**config.mk**
```make
export PLATFORM = sky130hd
export DESIGN_NAME = llc_snoop_filter
export DESIGN_NICKNAME = d
export VERILOG_FILES = /design/src/rtl/llc_sf_pkg.sv /design/src/rtl/llc_sf_arb.sv /design/src/rtl/llc_sf_tags.sv /design/src/rtl/llc_sf_snoop.sv /design/src/rtl/llc_snoop_filter.sv
export SDC_FILE = /design/constraint.sdc
export NUM_CORES = 1
export LEC_CHECK = 0
export BUFFER_PORTS_ARGS = -buffer_cell sky130_fd_sc_hd__buf_2
export CORE_MARGIN = 1
export CORE_UTILIZATION = 47
export CTS_CLUSTER_SIZE = 20
export DETAILED_ROUTE_END_ITERATION = 6
export PLACE_DENSITY = 0.7
export RECOVER_POWER = 100
export SYNTH_ARGS = -nofsm -noshare
export SYNTH_HDL_FRONTEND = slang
export SYNTH_SLANG_ARGS = --single-unit
```
**constraint.sdc**
```tcl
create_clock -name clk_i -period 5.2 [get_ports clk_i]
set_clock_uncertainty 0.1 [all_clocks]
set_input_delay 0.52 -clock clk_i [delete_from_list [all_inputs] [get_ports clk_i]]
set_output_delay 0.52 -clock clk_i [all_outputs]
set_load 0.01 [all_outputs]
```
**src/rtl/llc_sf_pkg.sv**
```systemverilog
package llc_sf_pkg;
  typedef enum logic [2:0] {
    ST_IDLE,
    ST_LOOK,
    ST_SNP,
    ST_EVS,
    ST_WB,
    ST_FILL,
    ST_RESP
  } st_e;
endpackage

```
**src/rtl/llc_sf_arb.sv**
```systemverilog
module llc_sf_arb #(
  parameter int N  = 4,
  parameter int IW = 2
) (
  input  logic          en_i,
  input  logic [N-1:0]  req_i,
  output logic [N-1:0]  gnt_o,
  output logic [IW-1:0] idx_o
);
  logic found;

  // fixed priority, lowest index wins
  always_comb begin
    gnt_o = '0;
    idx_o = '0;
    found = 1'b0;
    for (int i = 0; i < N; i++) begin
      if (en_i && req_i[i] && !found) begin
        gnt_o[i] = 1'b1;
        idx_o    = IW'(i);
        found    = 1'b1;
      end
    end
  end
endmodule

```
**src/rtl/llc_sf_tags.sv**
```systemverilog
module llc_sf_tags #(
  parameter int N_CORES = 4,
  parameter int N_SETS  = 4,
  parameter int N_WAYS  = 2,
  parameter int ADDR_W  = 8,
  parameter int DATA_W  = 16,
  parameter int WAY_W   = 1
) (
  input  logic                         clk_i,
  input  logic                         rst_ni,
  input  logic [ADDR_W-1:0]            lk_addr_i,
  output logic                         hit_o,
  output logic [WAY_W-1:0]             way_o,
  output logic                         e_vld_o,
  output logic                         e_dty_o,
  output logic [ADDR_W-$clog2(N_SETS)-1:0] e_tag_o,
  output logic [N_CORES-1:0]           e_msk_o,
  output logic [DATA_W-1:0]            e_dat_o,
  input  logic                         wr_i,
  input  logic [WAY_W-1:0]             wr_way_i,
  input  logic                         wr_alloc_i,
  input  logic                         wr_dty_i,
  input  logic [N_CORES-1:0]           wr_msk_i,
  input  logic [DATA_W-1:0]            wr_dat_i
);
  localparam int SET_W = $clog2(N_SETS);
  localparam int TAG_W = ADDR_W - SET_W;

  logic [N_WAYS-1:0]  vld_q [N_SETS];
  logic [N_WAYS-1:0]  dty_q [N_SETS];
  logic [TAG_W-1:0]   tag_q [N_SETS][N_WAYS];
  logic [N_CORES-1:0] msk_q [N_SETS][N_WAYS];
  logic [DATA_W-1:0]  dat_q [N_SETS][N_WAYS];
  logic [WAY_W-1:0]   rr_q  [N_SETS];

  logic [SET_W-1:0] set;
  logic [TAG_W-1:0] tag;
  logic [WAY_W-1:0] hway, vway;
  logic             vfound;

  assign set = lk_addr_i[SET_W-1:0];
  assign tag = lk_addr_i[ADDR_W-1:SET_W];

  always_comb begin
    hit_o  = 1'b0;
    hway   = '0;
    vway   = rr_q[set];
    vfound = 1'b0;
    for (int w = 0; w < N_WAYS; w++) begin
      if (vld_q[set][w] && tag_q[set][w] == tag) begin
        hit_o = 1'b1;
        hway  = WAY_W'(w);
      end
      if (!vld_q[set][w] && !vfound) begin
        vway   = WAY_W'(w);
        vfound = 1'b1;
      end
    end
  end

  assign way_o   = hit_o ? hway : vway;
  assign e_vld_o = vld_q[set][way_o];
  assign e_dty_o = dty_q[set][way_o];
  assign e_tag_o = tag_q[set][way_o];
  assign e_msk_o = msk_q[set][way_o];
  assign e_dat_o = dat_q[set][way_o];

  always_ff @(posedge clk_i or negedge rst_ni) begin
    if (!rst_ni) begin
      for (int s = 0; s < N_SETS; s++) begin
        vld_q[s] <= '0;
        rr_q[s]  <= '0;
      end
    end else if (wr_i) begin
      vld_q[set][wr_way_i] <= 1'b1;
      if (wr_alloc_i)
        rr_q[set] <= (rr_q[set] == WAY_W'(N_WAYS - 1)) ? '0 : rr_q[set] + 1'b1;
    end
  end

  always_ff @(posedge clk_i) begin
    if (wr_i) begin
      dty_q[set][wr_way_i] <= wr_dty_i;
      tag_q[set][wr_way_i] <= tag;
      msk_q[set][wr_way_i] <= wr_msk_i;
      dat_q[set][wr_way_i] <= wr_dat_i;
    end
  end

  // a miss never picks a valid way while an invalid one exists
  p_victim_free_first_r11: assert property (@(posedge clk_i) disable iff (!rst_ni)
    (!hit_o && vfound) |-> !vld_q[set][way_o]);
endmodule

```
**src/rtl/llc_sf_snoop.sv**
```systemverilog
module llc_sf_snoop #(
  parameter int N_CORES = 4,
  parameter int DATA_W  = 16,
  parameter int CNT_W   = 16
) (
  input  logic                       clk_i,
  input  logic                       rst_ni,
  input  logic                       start_i,
  input  logic [N_CORES-1:0]         tgt_i,
  input  logic                       count_i,
  input  logic [N_CORES-1:0]         ack_i,
  input  logic [N_CORES-1:0]         dirty_i,
  input  logic [N_CORES*DATA_W-1:0]  data_i,
  output logic [N_CORES-1:0]         pend_o,
  output logic                       done_o,
  output logic                       dirty_o,
  output logic [DATA_W-1:0]          data_o,
  output logic [CNT_W-1:0]           clean_cnt_o,
  output logic [CNT_W-1:0]           dirty_cnt_o
);
  logic               act_q, cnt_q, got_q;
  logic [N_CORES-1:0] pend_q, took;
  logic [DATA_W-1:0]  dat_q, cap_dat;
  logic [CNT_W-1:0]   clean_q, drt_q;
  logic               cap;
  int                 n_cl, n_dr;

  assign took = ack_i & pend_q;

  always_comb begin
    cap     = 1'b0;
    cap_dat = '0;
    n_cl    = 0;
    n_dr    = 0;
    for (int i = 0; i < N_CORES; i++) begin
      if (took[i]) begin
        if (dirty_i[i]) begin
          n_dr++;
          cap     = 1'b1;
          cap_dat = data_i[i*DATA_W +: DATA_W];
        end else begin
          n_cl++;
        end
      end
    end
  end

  assign done_o = act_q && (pend_q == '0);

  always_ff @(posedge clk_i or negedge rst_ni) begin
    if (!rst_ni) begin
      act_q   <= 1'b0;
      cnt_q   <= 1'b0;
      got_q   <= 1'b0;
      pend_q  <= '0;
      dat_q   <= '0;
      clean_q <= '0;
      drt_q   <= '0;
    end else if (start_i) begin
      act_q  <= 1'b1;
      cnt_q  <= count_i;
      got_q  <= 1'b0;
      pend_q <= tgt_i;
    end else begin
      pend_q <= pend_q & ~ack_i;
      if (cap) begin
        got_q <= 1'b1;
        dat_q <= cap_dat;
      end
      if (done_o) act_q <= 1'b0;
      if (act_q && cnt_q) begin
        clean_q <= clean_q + CNT_W'(n_cl);
        drt_q   <= drt_q + CNT_W'(n_dr);
      end
    end
  end

  assign pend_o      = pend_q;
  assign dirty_o     = got_q;
  assign data_o      = dat_q;
  assign clean_cnt_o = clean_q;
  assign dirty_cnt_o = drt_q;

  // outstanding snoop targets only ever shrink between starts
  p_pend_shrink_r4: assert property (@(posedge clk_i) disable iff (!rst_ni)
    !start_i |=> ((pend_q & ~$past(pend_q)) == '0));
  // a new snoop round never starts over a running one
  p_start_when_idle_r9: assert property (@(posedge clk_i) disable iff (!rst_ni)
    start_i |-> !act_q);
endmodule

```
**src/rtl/llc_snoop_filter.sv**
```systemverilog
module llc_snoop_filter
  import llc_sf_pkg::*;
#(
  parameter int N_CORES = 4,
  parameter int N_SETS  = 4,
  parameter int N_WAYS  = 2,
  parameter int ADDR_W  = 8,
  parameter int DATA_W  = 16,
  parameter int CNT_W   = 16
) (
  input  logic                      clk_i,
  input  logic                      rst_ni,
  input  logic [N_CORES-1:0]        req_valid_i,
  input  logic [N_CORES-1:0]        req_write_i,
  input  logic [N_CORES*ADDR_W-1:0] req_addr_i,
  output logic [N_CORES-1:0]        req_ready_o,
  output logic [N_CORES-1:0]        resp_valid_o,
  output logic [DATA_W-1:0]         resp_data_o,
  output logic [N_CORES-1:0]        snp_valid_o,
  output logic                      snp_inv_o,
  output logic [ADDR_W-1:0]         snp_addr_o,
  input  logic [N_CORES-1:0]        snp_ack_i,
  input  logic [N_CORES-1:0]        snp_dirty_i,
  input  logic [N_CORES*DATA_W-1:0] snp_data_i,
  output logic                      mem_req_o,
  output logic                      mem_we_o,
  output logic [ADDR_W-1:0]         mem_addr_o,
  output logic [DATA_W-1:0]         mem_wdata_o,
  input  logic                      mem_ack_i,
  input  logic [DATA_W-1:0]         mem_rdata_i,
  output logic [CNT_W-1:0]          clean_cnt_o,
  output logic [CNT_W-1:0]          dirty_cnt_o
);
  localparam int SET_W  = $clog2(N_SETS);
  localparam int TAG_W  = ADDR_W - SET_W;
  localparam int CORE_W = (N_CORES > 1) ? $clog2(N_CORES) : 1;
  localparam int WAY_W  = (N_WAYS > 1) ? $clog2(N_WAYS) : 1;

  st_e                st_q;
  logic [CORE_W-1:0]  core_q, gnt_idx;
  logic [N_CORES-1:0] gnt, req_bit, others;
  logic               wr_q, alloc_q, snp_inv_q;
  logic [ADDR_W-1:0]  addr_q, vaddr_q, snp_addr_q;
  logic [WAY_W-1:0]   way_q;
  logic               w_dty_q;
  logic [N_CORES-1:0] w_msk_q;
  logic [DATA_W-1:0]  w_dat_q;

  logic               hit, e_vld, e_dty;
  logic [WAY_W-1:0]   way;
  logic [TAG_W-1:0]   e_tag;
  logic [N_CORES-1:0] e_msk, tag_msk;
  logic [DATA_W-1:0]  e_dat;

  logic               snp_start, snp_count, snp_done, snp_dirty;
  logic [N_CORES-1:0] snp_tgt;
  logic [DATA_W-1:0]  snp_dat;

  llc_sf_arb #(.N(N_CORES), .IW(CORE_W)) u_arb (
    .en_i  (st_q == ST_IDLE),
    .req_i (req_valid_i),
    .gnt_o (gnt),
    .idx_o (gnt_idx)
  );

  llc_sf_tags #(
    .N_CORES(N_CORES), .N_SETS(N_SETS), .N_WAYS(N_WAYS),
    .ADDR_W(ADDR_W), .DATA_W(DATA_W), .WAY_W(WAY_W)
  ) u_tags (
    .clk_i      (clk_i),
    .rst_ni     (rst_ni),
    .lk_addr_i  (addr_q),
    .hit_o      (hit),
    .way_o      (way),
    .e_vld_o    (e_vld),
    .e_dty_o    (e_dty),
    .e_tag_o    (e_tag),
    .e_msk_o    (e_msk),
    .e_dat_o    (e_dat),
    .wr_i       (st_q == ST_RESP),
    .wr_way_i   (way_q),
    .wr_alloc_i (alloc_q),
    .wr_dty_i   (w_dty_q),
    .wr_msk_i   (tag_msk),
    .wr_dat_i   (w_dat_q)
  );

  llc_sf_snoop #(.N_CORES(N_CORES), .DATA_W(DATA_W), .CNT_W(CNT_W)) u_snoop (
    .clk_i       (clk_i),
    .rst_ni      (rst_ni),
    .start_i     (snp_start),
    .tgt_i       (snp_tgt),
    .count_i     (snp_count),
    .ack_i       (snp_ack_i),
    .dirty_i     (snp_dirty_i),
    .data_i      (snp_data_i),
    .pend_o      (snp_valid_o),
    .done_o      (snp_done),
    .dirty_o     (snp_dirty),
    .data_o      (snp_dat),
    .clean_cnt_o (clean_cnt_o),
    .dirty_cnt_o (dirty_cnt_o)
  );

  assign req_bit = N_CORES'(1) << core_q;
  assign others  = e_msk & ~req_bit;
  // ownership leaves only the requester; a read joins the sharers
  assign tag_msk = wr_q ? req_bit : (w_msk_q | req_bit);

  always_comb begin
    snp_start = 1'b0;
    snp_tgt   = '0;
    snp_count = 1'b0;
    if (st_q == ST_LOOK) begin
      if (hit) begin
        if (|others) begin
          snp_start = 1'b1;
          snp_tgt   = others;
          snp_count = 1'b1;
        end
      end else if (e_vld && (|e_msk)) begin
        snp_start = 1'b1;
        snp_tgt   = e_msk;
      end
    end
  end

  assign req_ready_o  = gnt;
  assign resp_valid_o = (st_q == ST_RESP) ? req_bit : '0;
  assign resp_data_o  = w_dat_q;
  assign snp_inv_o    = snp_inv_q;
  assign snp_addr_o   = snp_addr_q;
  assign mem_req_o    = (st_q == ST_WB) || (st_q == ST_FILL);
  assign mem_we_o     = (st_q == ST_WB);
  assign mem_addr_o   = mem_we_o ? vaddr_q : addr_q;
  assign mem_wdata_o  = w_dat_q;

  always_ff @(posedge clk_i or negedge rst_ni) begin
    if (!rst_ni) begin
      st_q       <= ST_IDLE;
      core_q     <= '0;
      wr_q       <= 1'b0;
      addr_q     <= '0;
      vaddr_q    <= '0;
      snp_addr_q <= '0;
      snp_inv_q  <= 1'b0;
      way_q      <= '0;
      alloc_q    <= 1'b0;
      w_dty_q    <= 1'b0;
      w_msk_q    <= '0;
      w_dat_q    <= '0;
    end else begin
      unique case (st_q)
        ST_IDLE: if (|gnt) begin
          core_q <= gnt_idx;
          wr_q   <= req_write_i[gnt_idx];
          addr_q <= req_addr_i[gnt_idx*ADDR_W +: ADDR_W];
          st_q   <= ST_LOOK;
        end
        ST_LOOK: begin
          way_q   <= way;
          w_dty_q <= e_dty;
          w_msk_q <= e_msk;
          w_dat_q <= e_dat;
          alloc_q <= !hit;
          vaddr_q <= {e_tag, addr_q[SET_W-1:0]};
          if (hit) begin
            snp_addr_q <= addr_q;
            snp_inv_q  <= wr_q;
            st_q       <= (|others) ? ST_SNP : ST_RESP;
          end else begin
            snp_addr_q <= {e_tag, addr_q[SET_W-1:0]};
            snp_inv_q  <= 1'b1;
            if (e_vld && (|e_msk))  st_q <= ST_EVS;
            else if (e_vld && e_dty) st_q <= ST_WB;
            else                     st_q <= ST_FILL;
          end
        end
        ST_SNP: if (snp_done) begin
          if (snp_dirty) begin
            w_dat_q <= snp_dat;
            w_dty_q <= 1'b1;
          end
          st_q <= ST_RESP;
        end
        ST_EVS: if (snp_done) begin
          if (snp_dirty) w_dat_q <= snp_dat;
          w_msk_q <= '0;
          st_q    <= (w_dty_q || snp_dirty) ? ST_WB : ST_FILL;
        end
        ST_WB: if (mem_ack_i) begin
          w_dty_q <= 1'b0;
          st_q    <= ST_FILL;
        end
        ST_FILL: if (mem_ack_i) begin
          w_dat_q <= mem_rdata_i;
          w_dty_q <= 1'b0;
          w_msk_q <= '0;
          st_q    <= ST_RESP;
        end
        ST_RESP: st_q <= ST_IDLE;
        default: st_q <= ST_IDLE;
      endcase
    end
  end

  // at most one grant, and none while a transaction is open
  p_one_grant_r9: assert property (@(posedge clk_i) disable iff (!rst_ni)
    $onehot0(req_ready_o));
  p_no_regrant_r9: assert property (@(posedge clk_i) disable iff (!rst_ni)
    (|req_ready_o) |=> (req_ready_o == '0));
  // one response strobe at a time
  p_resp_onehot_r3: assert property (@(posedge clk_i) disable iff (!rst_ni)
    $onehot0(resp_valid_o));
  // the requester is never snooped for its own request
  p_no_self_snoop_r4: assert property (@(posedge clk_i) disable iff (!rst_ni)
    (st_q == ST_SNP) |-> !(|(snp_valid_o & req_bit)));
  // no core snoop is outstanding while a fill is requested
  p_fill_no_snoop_r2: assert property (@(posedge clk_i) disable iff (!rst_ni)
    (mem_req_o && !mem_we_o) |-> (snp_valid_o == '0));
  // writeback only after the back-invalidate round has drained
  p_wb_after_evict_r8: assert property (@(posedge clk_i) disable iff (!rst_ni)
    mem_we_o |-> (snp_valid_o == '0));
endmodule

```
; After elaboration in Yosys (flattened, before gate mapping)
; Memory sizes are Yosys's and may differ from the RTL's.
; Index checks and enable logic that the tools add are counted.
; Widths: inputs -> output; s select.
[classes]
shifts = 2
eq_ne = 17
n_addsub = 9
reduce_logical = 44
muxes = 129
n_lt_le_gt_ge = 9
bitwise = 11
[ops]
columns = cell, count
row1 = $mux 16, 27
row2 = $add 16x2->16 const B, 4
row3 = $mux 1, 52
row4 = $mux 4, 13
row5 = $pmux 16 s3, 1
row6 = $add 16x16->16, 2
row7 = $mux 32, 1
row8 = $shiftx 32x6->8, 1
row9 = $mux 3, 8
row10 = $mux 6, 4
row11 = $mux 8, 3
row12 = $pmux 3 s6, 1
row13 = $logic_and 1x1->1, 17
row14 = $demux 16 s1, 1
row15 = $and 4x4->4, 3
row16 = $eq 6x6->1, 2
row17 = $mux 12, 1
row18 = $mux 2, 6
row19 = $pmux 4 s3, 1
row20 = $reduce_or 4->1, 3
row21 = $ne 2x1->1 const B, 5
row22 = $eq 3x3->1 const B, 3
row23 = $reduce_bool 3->1, 3
row24 = $ne 2x2->1 const B, 4
row25 = 37 further kinds, 55
[word_totals]
memories = 4
ram_bits = 216
inputBits = 131
reg_bits = 121
word_cells = 252
out_inout_bits = 95
[memory_table]
columns = memory, depth, width, rd, rd_ports_with_merged_regs, write_ports, line
row1 = u_tags.dat_q, 4, 32, 1, 0, 1, llc_sf_tags.sv:33  ; logic [DATA_W-1:0] dat_q [N_SETS][N_WAYS];
row2 = u_tags.tag_q, 4, 12, 1, 0, 1, llc_sf_tags.sv:31  ; logic [TAG_W-1:0] tag_q [N_SETS][N_WAYS];
row3 = u_tags.msk_q, 4, 8, 1, 0, 1, llc_sf_tags.sv:32  ; logic [N_CORES-1:0] msk_q [N_SETS][N_WAYS];
row4 = u_tags.dty_q, 4, 2, 1, 0, 1, llc_sf_tags.sv:30  ; logic [N_WAYS-1:0] dty_q [N_SETS];

; Depth between registers and ports, before layout
; Gate-level depths: netlist of the first run.
[depth]
ltp_word = 19
mapped_depth = 16
mapped_depth_nobuf = 16

; Modules after synthesis
; Synthesis of the first run repeated with hierarchy kept, for this count alone.
[hier_totals]
cells_unflattened = 1082
area_unflattened_um2 = 15549.9
[by_module_without_submodules]
columns = mod, cells_each, instances, seq_area_each_um2, area_per_inst_um2
row1 = llc_sf_tags, 391, 1, 6786.5, 8919.8
row2 = llc_sf_snoop, 359, 1, 1376.3, 3465.8
row3 = llc_snoop_filter, 322, 1, 1301.2, 3095.5
row4 = llc_sf_arb, 10, 1, 0.0, 68.8

; Least setup slack after synthesis of the first run
; OpenSTA, ideal clock, no wires.
[synth_timing]
path_kind = register to register
startpoint = register addr_q[0]
endpoint = memory u_tags.dat_q[0][16] (netlist bit), enable pin
path_buffers = 6
required_ns = 4.618
synth_period_minus_slack_ns = 4.936
t_arrival_ns = 4.354
path_stages_with_launch = 8
setup_time_ns = 0.482
slack_ns = 0.264
cell_sequence = dfrtp_1 > buf_6 > buf_12 > buf_2 > buf_2 > buf_1 > clkbuf_1 > nor4_1
[synth_rtl]
columns = element, line
row1 = start: declaration, llc_snoop_filter.sv:43  ; logic [ADDR_W-1:0] addr_q, vaddr_q, snp_addr_q;
row2 = start signal: assignment, llc_snoop_filter.sv:157  ; addr_q <= req_addr_i[gnt_idx*ADDR_W +: ADDR_W];
row3 = end: declaration, llc_sf_tags.sv:33
; Straight into the memory's write port.

; Final worst setup path of the first run
[layout_timing]
startpoint = register addr_q[0]
endpoint = register u_snoop.clean_q[4] (netlist: u_snoop.clean_cnt_o[4])
[layout_between]
elab_chain_len = 19
word_cells_on_any_way = 37
classes_between = 2 x eq/ne / 21 x mux / 4 x bitwise / 8 x reduce/logical / 2 x memory
[layout_lines]
columns = element, line
row1 = branches (longest 15 deep; another with $mem_v2 4x12), -
row2 = $mux 1 (*), llc_snoop_filter.sv:115  ; if (hit) begin
row3 = $mux 1 (*), llc_snoop_filter.sv:114  ; if (st_q == ST_LOOK) begin
row4 = $not 1->1 (no source line) (*), -
row5 = $reduce_and 2->1 (no source line) (*), -
row6 = end signal: assignment, llc_sf_snoop.sv:72  ; clean_q <= clean_q + CNT_W'(n_cl);
row7 = end: declaration, llc_sf_snoop.sv:24  ; logic [CNT_W-1:0] clean_q, drt_q;
; Mark *: on every way between the ends. The select of a mux whose other input is x is not followed.
; A chain may end at the register's enable or synchronous reset.

==> flow_summary.toml, run 1 <==
[sta]
slew-limit-headroom_pct = -47.8
hold_viol = 0
fin_crit_sh_pct = 87.4
maxSlewViolCount = 312
setup_viol_count_final = 0
tns_ps = 0
worst_slack_ps = 654
rsz0062_at_grt = "false"
max_clock_freq_mhz = 220
finalCriticalPeriod_ps = 4550
worst_pin_slew_ps = 2220

[power_and_ir_drop]
leakage_nw = 6.39
total_power_mw = 5.44
ir_drop_mv = 0.196
power_density_nw_per_um2 = 303

[logic_synthesis]
synth_edf_count = 216
synth_seq_area_share_pct = 61.0
yosysWarnings = 0
yosysUniqueCellTypes = 64
synth-main-ff-cell = "edfxtp_1"
synth_seq_cells = 335
syn_nets = 1255
postSynthCellCount = 1108
syn_avg_cell_area_um2 = 14.0
syn_area_um2 = 15500
ys_async_sr_fraction_pct = 35.5

[setup_path]
crit_chain = "mux4_1 > xnor2_1 > nand4_1 > and3b_1 > mux2_1 > a311oi_1 > clkbuf_2 > o21ai_0 > xnor2_1"
critPathMaxFanout = 47
end_kind = "flop"
slowest_delay_ps = 970
worstPathRequired_ps = 5480
critPathTopFamily = "multiplexers"
crit_buf_inv = 1
critPathLaunchType = "flop"
crit_cells = 9
worstPathArrival_ps = 4830
critPathMostFrequentCell = "xnor2_1"
rr_worst_depth = 9
critPathSlowestCell = "dfrtp_4"
path_class = "reg2reg"

[clock_network]
cts_setup_buffers = 0
clockRootBuffer = "clkbuf_16"
cts_tree = "yes"
cts_inserted_buffers = 36
holdBufCountCts = 1
clkTransAtPathRegs_ps = 60
clock_sinks = 335
clk_latency_ps = 510
cts_resized = 0
cts_buffer_depth = 3
cts_htree_levels = 2

[placement]
place_congestion = 0.836
post-place-cells = 1722
dpl.hpwl_um = 23900
place_ws_ps = 1030
portBuffers = 225

[layout]
drive_gt1_share_pct = 24.7
area_growth_pct = 15.8
n_fill_cell = 2735
final_cell_mix = "edfxtp_1 (216), buf_2 (134), dfrtp_1 (117)"
instances_no_fill = 1790
final_core_util_pct = 55.3
layout_commonest_cell = "edfxtp_1"
nets = 1466

[global_routing]
antenna_found_initial = 1
grt_first_pass_wirelength_um = 56400
grt_max_degree = 54
use_met3_pct = 4.58
use_met2_pct = 35.0
track_usage_pct = 21.9
globalRoute.totalOverflow = 0
use_met1_pct = 31.0
grt_pass1_vias = 9781
busiest_layer = "met2"

[outcome]
status = "complete, but fails checks"
violations = "capacitance limit, slew limit"

[min_path]
worstHoldPathCells = 3
hold_path_class = "in2reg"

[die]
start_util_pct = 47.7
core-area_um2 = 32500
io_pins = 226
die_h_um = 184
die-area_um2 = 33800
row_count = 66
dieWidth_um = 184

[route]
drtIter0Drc = 658
vias = 9904
wl_um = 36100
remaining_drc_errors = 0
firstDrtPassIters = 5
ant_nets = 0
via_per_inst = 5.53
wire_per_inst_um = 20.2

[job]
max-cap-violations = 11
-- kinds of logic (layout without fill, tap and decap cells) --
group	count (synthesis)	count (layout)	share of synthesized area, %
other	0	1	0
and+or+nand+nor	274	274	8.85
buffers and inverters	94	333	3.10
AOI/OAI and AO/OA	187	187	7.52
DFF	335	335	61.0
adders and majority gates	16	16	1.39
muxes	152	152	15.3
xor gates and xnor gates	50	50	2.82
-- sequential cells by signal, summed over array words and instances, names as in the netlist, 2 cells and up --
name	flops
u_tags.dat_q	128
u_tags.tag_q	48
u_tags.msk_q	32
mem_wdata_o	16
u_snoop.clean_cnt_o	16
u_snoop.data_o	16
u_snoop.dirty_cnt_o	16
addr_q	8
u_tags.dty_q	8
u_tags.vld_q	8
vaddr_q	8
snp_addr_o	6
u_snoop.pend_o	4
u_tags.rr_q	4
w_msk_q	4
st_q	3
core_q	2
-- synthesized netlist by cell type, drive strengths merged, types with 26 or more instances --
master / instances / area, um^2
edfxtp: 216 / 6490
dfrtp: 119 / 2980
nand2: 100 / 375
nor2: 72 / 273
mux2: 68 / 769
mux4: 58 / 1350
a21oi: 50 / 254
o21ai: 49 / 245
clkbuf: 41 / 154
xnor2: 39 / 342
buf: 37 / 268
a22oi: 34 / 255
mux2i: 26 / 260
-- per-stage QoR --
step | hold WS [ps] | area [um^2]
floorplan | 124 | 15500
global placement | 344 | 17100
detailed placement | 345 | 17100
CTS | 206 | 18200
global route | 224 | 18000
finish | 218 | 18000
-- worst reg2reg max path: stages, from the launching register on --
cell,delay (ps)
dfrtp_4,970
mux4_1,710
xnor2_1,200
nand4_1,200
and3b_1,350
mux2_1,360
a311oi_1,400
clkbuf_2,670
o21ai_0,260
xnor2_1,180
-- per-layer routing --
metal,share of wire (%),vias to the layer above
met4,1.6,2
met5,0.028,-
li1,-,4597
met3,6.6,45
met2,48,343
met1,44,4917
-- where the power goes --
| part | total, mW | switching (mW) | internal (mW) |
|---|---|---|---|
| registers | 2.84 | 0.0114 | 2.83 |
| logic | 0.119 | 0.0593 | 0.0596 |
| clock network | 2.48 | 1.00 | 1.48 |
| total | 5.44 | 1.07 | 4.37 |
-- final timing paths --
| kind | startpoint | endpoint | slack (ps) |
|---|---|---|---|
| worst max-delay path | addr_q[0]$_DFFE_PN0P_ | u_snoop.clean_cnt_o[4]$_DFFE_PN0P_ | 650 |
| worst min-delay path | mem_ack_i | st_q[1]$_DFFE_PN0P_ | 220 |
| worst max register to register | addr_q[0]$_DFFE_PN0P_ | u_snoop.clean_cnt_o[4]$_DFFE_PN0P_ | 650 |
| worst min register to register | u_tags.rr_q[3]$_DFFE_PN0P_ | u_tags.rr_q[3]$_DFFE_PN0P_ | 360 |
| max in group asynchronous | rst_ni | w_msk_q[0]$_DFFE_PN0P_ | 1280 |
| min in group asynchronous | rst_ni | u_snoop.clean_cnt_o[10]$_DFFE_PN0P_ | 1050 |
-- cell type report --
type / instances / area (um^2) / share of cell area [%]
Antenna cell: 1 / 2.50 / 0.0139
Clock buffer: 55 / 1030 / 5.75
Clock inverter: 11 / 118 / 0.654
Inverter: 16 / 60.1 / 0.334
Multi-Input combinational cell: 679 / 5550 / 30.9
Sequential cell: 335 / 9470 / 52.7
Tap cell: 442 / 553 / 3.08
Timing Repair Buffer: 251 / 1200 / 6.65
(Power assumes the default switching activity.)
==> run 2, diff against run 1 <==
--- a/config.mk
+++ b/config.mk
@@ -10,6 +10,7 @@
 export CORE_UTILIZATION = 47
 export CTS_CLUSTER_SIZE = 20
 export DETAILED_ROUTE_END_ITERATION = 6
+export GPL_TIMING_DRIVEN = 0
 export PLACE_DENSITY = 0.7
 export RECOVER_POWER = 100
 export SYNTH_ARGS = -nofsm -noshare
==> run 2 against run 1 <==
  * The flow still finishes with violations (capacitance limit, slew limit)
  * Worst setup slack got worse by 190 ps
  * Via count increased by 5.1%
  * Register-to-register slack worse by 190 ps
  * Maximum frequency down 4.0%
  * Combinational power about the same
  * Sequential cell count did not move
  * Cell area is 2.4% higher
  * Wire length increased by 6.5%
  * Critical path depth stayed put
  * Count of clock-buffer cells in the layout is 12 lower
  * First-iteration DRC count increased by 0.15%
  * Utilization up 1.3 points
  * Critical path type unchanged
  * Critical endpoint is now u_tags.tag_q[0][10]$_DFFE_PP_
  * Largest power group unchanged
==> flow_summary.toml, run 2 (same netlist as run 1, synthesis figures left out) <==
[clock_network]
clkTransAtPathRegs_ps = 60
cts_tree = "yes"
clockRootBuffer = "clkbuf_16"
cts_buffer_depth = 3
clock_sinks = 335
cts_setup_buffers = 0
clk_latency_ps = 520
cts_inserted_buffers = 34
cts_htree_levels = 2

[power_and_ir_drop]
total_power_mw = 5.50
netSwitchingPower_mw = 1.09
p_clk_share_pct = 46.2
ir_drop_mv = 0.161
p_comb_share_pct = 2.2
power_density_nw_per_um2 = 299
seq_power_share_pct = 51.6
swShare_pct = 19.8
leakage_nw = 6.65
p_int_mw = 4.41

[min_path]
hp-start = "mem_ack_i"
hold_path_class = "in2reg"

[placement]
place_congestion = 0.850
place_ws_ps = 740
dpl.hpwl_um = 27600
post-place-cells = 1795
portBuffers = 225

[layout]
final_cell_mix = "edfxtp_1 (216), buf_2 (153), clkbuf_1 (142)"
area_growth_pct = 18.6
antennaDiodeCount = 0
layout_commonest_cell = "edfxtp_1"
final_core_util_pct = 56.6
instances_no_fill = 1858
drive_gt1_share_pct = 25.9
largest_register_ffs = 128
top_register = "u_tags.dat_q"
top_regs = "u_tags.dat_q: 128 flops, u_tags.tag_q: 48 flops, u_tags.msk_q: 32 flops"
nets = 1537

[sta]
worst_slack_ps = 464
slew-limit-headroom_pct = -93.9
setup_viol_count_final = 0
max_clock_freq_mhz = 211
tns_ps = 0
maxSlewViolCount = 56
finalCriticalPeriod_ps = 4740
rsz0062_at_grt = "false"
fin_crit_sh_pct = 91.1
hold_viol = 0
worst_pin_slew_ps = 2910

[setup_path]
worstPathArrival_ps = 4800
crit_start = "addr_q[0]$_DFFE_PN0P_"
end_kind = "flop"
critPathMaxFanout = 10
worstPathRequired_ps = 5260
reg2reg_slack_ps = 460
critPathLaunchType = "flop"
r2r_start = "addr_q[0]$_DFFE_PN0P_"
path_class = "reg2reg"

[global_routing]
grt_pass1_vias = 10500
antenna_found_initial = 0
track_usage_pct = 23.2
grt_max_degree = 73
globalRoute.totalOverflow = 0
grt_first_pass_wirelength_um = 59300

[outcome]
violations = "capacitance limit, slew limit"
status = "complete, but fails checks"

[die]
start_util_pct = 47.7
core-area_um2 = 32500
die-area_um2 = 33800
row_count = 66
io_pins = 226
dieWidth_um = 184
die_h_um = 184

[route]
vias = 10400
firstDrtPassIters = 5
ant_nets = 0
remaining_drc_errors = 0
wl_um = 38400
wire_per_inst_um = 20.7
met3WireLength_um = 2450
wl_met2_um = 18600
via_per_inst = 5.60
drtIter0Drc = 659
drt-met1-wl_um = 16400
maxUsedRoutingLayer = "met4"

[job]
max-cap-violations = 2
==> run 2: changes by cell type in the layout (fill, tap and decap cells not counted), moves of 3 or more <==
cell       before  now
buf_2         134  153
buf_4          12    3
buf_6           0    6
bufinv_16       2    5
clkbuf_1      114  142
clkbuf_16      37   34
clkbuf_4        0   15
nor2_1         66   70
nor2_2          6    0
==> run 2: cell type report <==
cell class              instances  area, um^2
multi-input cells             679        5550
inverters                      16        60.1
clock buffers                  43         925
plain buffers                  78         414
well taps                     442         553
fillers                      2681       14100
clock inverters                19         240
repair buffers                246        1200
flip-flops and latches        335        9460
==> run 2: worst paths after layout <==
| kind | cells past startpoint | end |
|---|---|---|
| max | 9 | u_tags.tag_q[0][10]$_DFFE_PP_ |
| min | 3 | st_q[1]$_DFFE_PN0P_ |
| max reg2reg | 9 | u_tags.tag_q[0][10]$_DFFE_PP_ |
| min reg2reg | 1 | u_tags.vld_q[4]$_DFFE_PN0P_ |
| max in group asynchronous | 2 | mem_wdata_o[12]$_DFFE_PN0P_ |
| min in group asynchronous | 2 | u_snoop.clean_cnt_o[11]$_DFFE_PN0P_ |
==> run 2: critical path, stage by stage (launching register included) <==
cell and delay [ps]:
dfrtp_1 370, buf_6 150, buf_12 160, buf_2 220, buf_2 270, clkbuf_1 430
clkbuf_1 400, nor4_1 1340, clkbuf_1 480, clkbuf_1 430
==> run 2: power by group through the flow <==
stage	logic, mW	registers, mW	clock network (mW)
finish	0.120	2.84	2.54
global placement	0.115	2.89	0
floorplan	0.0341	2.89	0
CTS	0.122	2.84	2.57
global route	0.134	2.84	2.66
detailed placement	0.121	2.89	0
==> run 2: stage by stage <==
| step | instance area, um^2 | hold WS (ps) |
|---|---|---|
| final | 18400 | 177 |
| after global routing | 18400 | 177 |
| after CTS | 18700 | 159 |
| after detailed placement | 17500 | 343 |
| after global placement | 17200 | 343 |
| after floorplan | 15500 | 124 |
==> run 2: repair_timing <==
action	in CTS	in global routing
resized for setup	0	0
hold buffers	1	0
hold endpoints to repair	47	0
==> run 2: metal layers <==
metal | global-route usage (%) | up-vias
li1 | - | 4731
met1 | 31.3 | 5218
met2 | 38.2 | 400
met3 | 4.22 | 65
met4 | 7.57 | 0
met5 | 0 | -
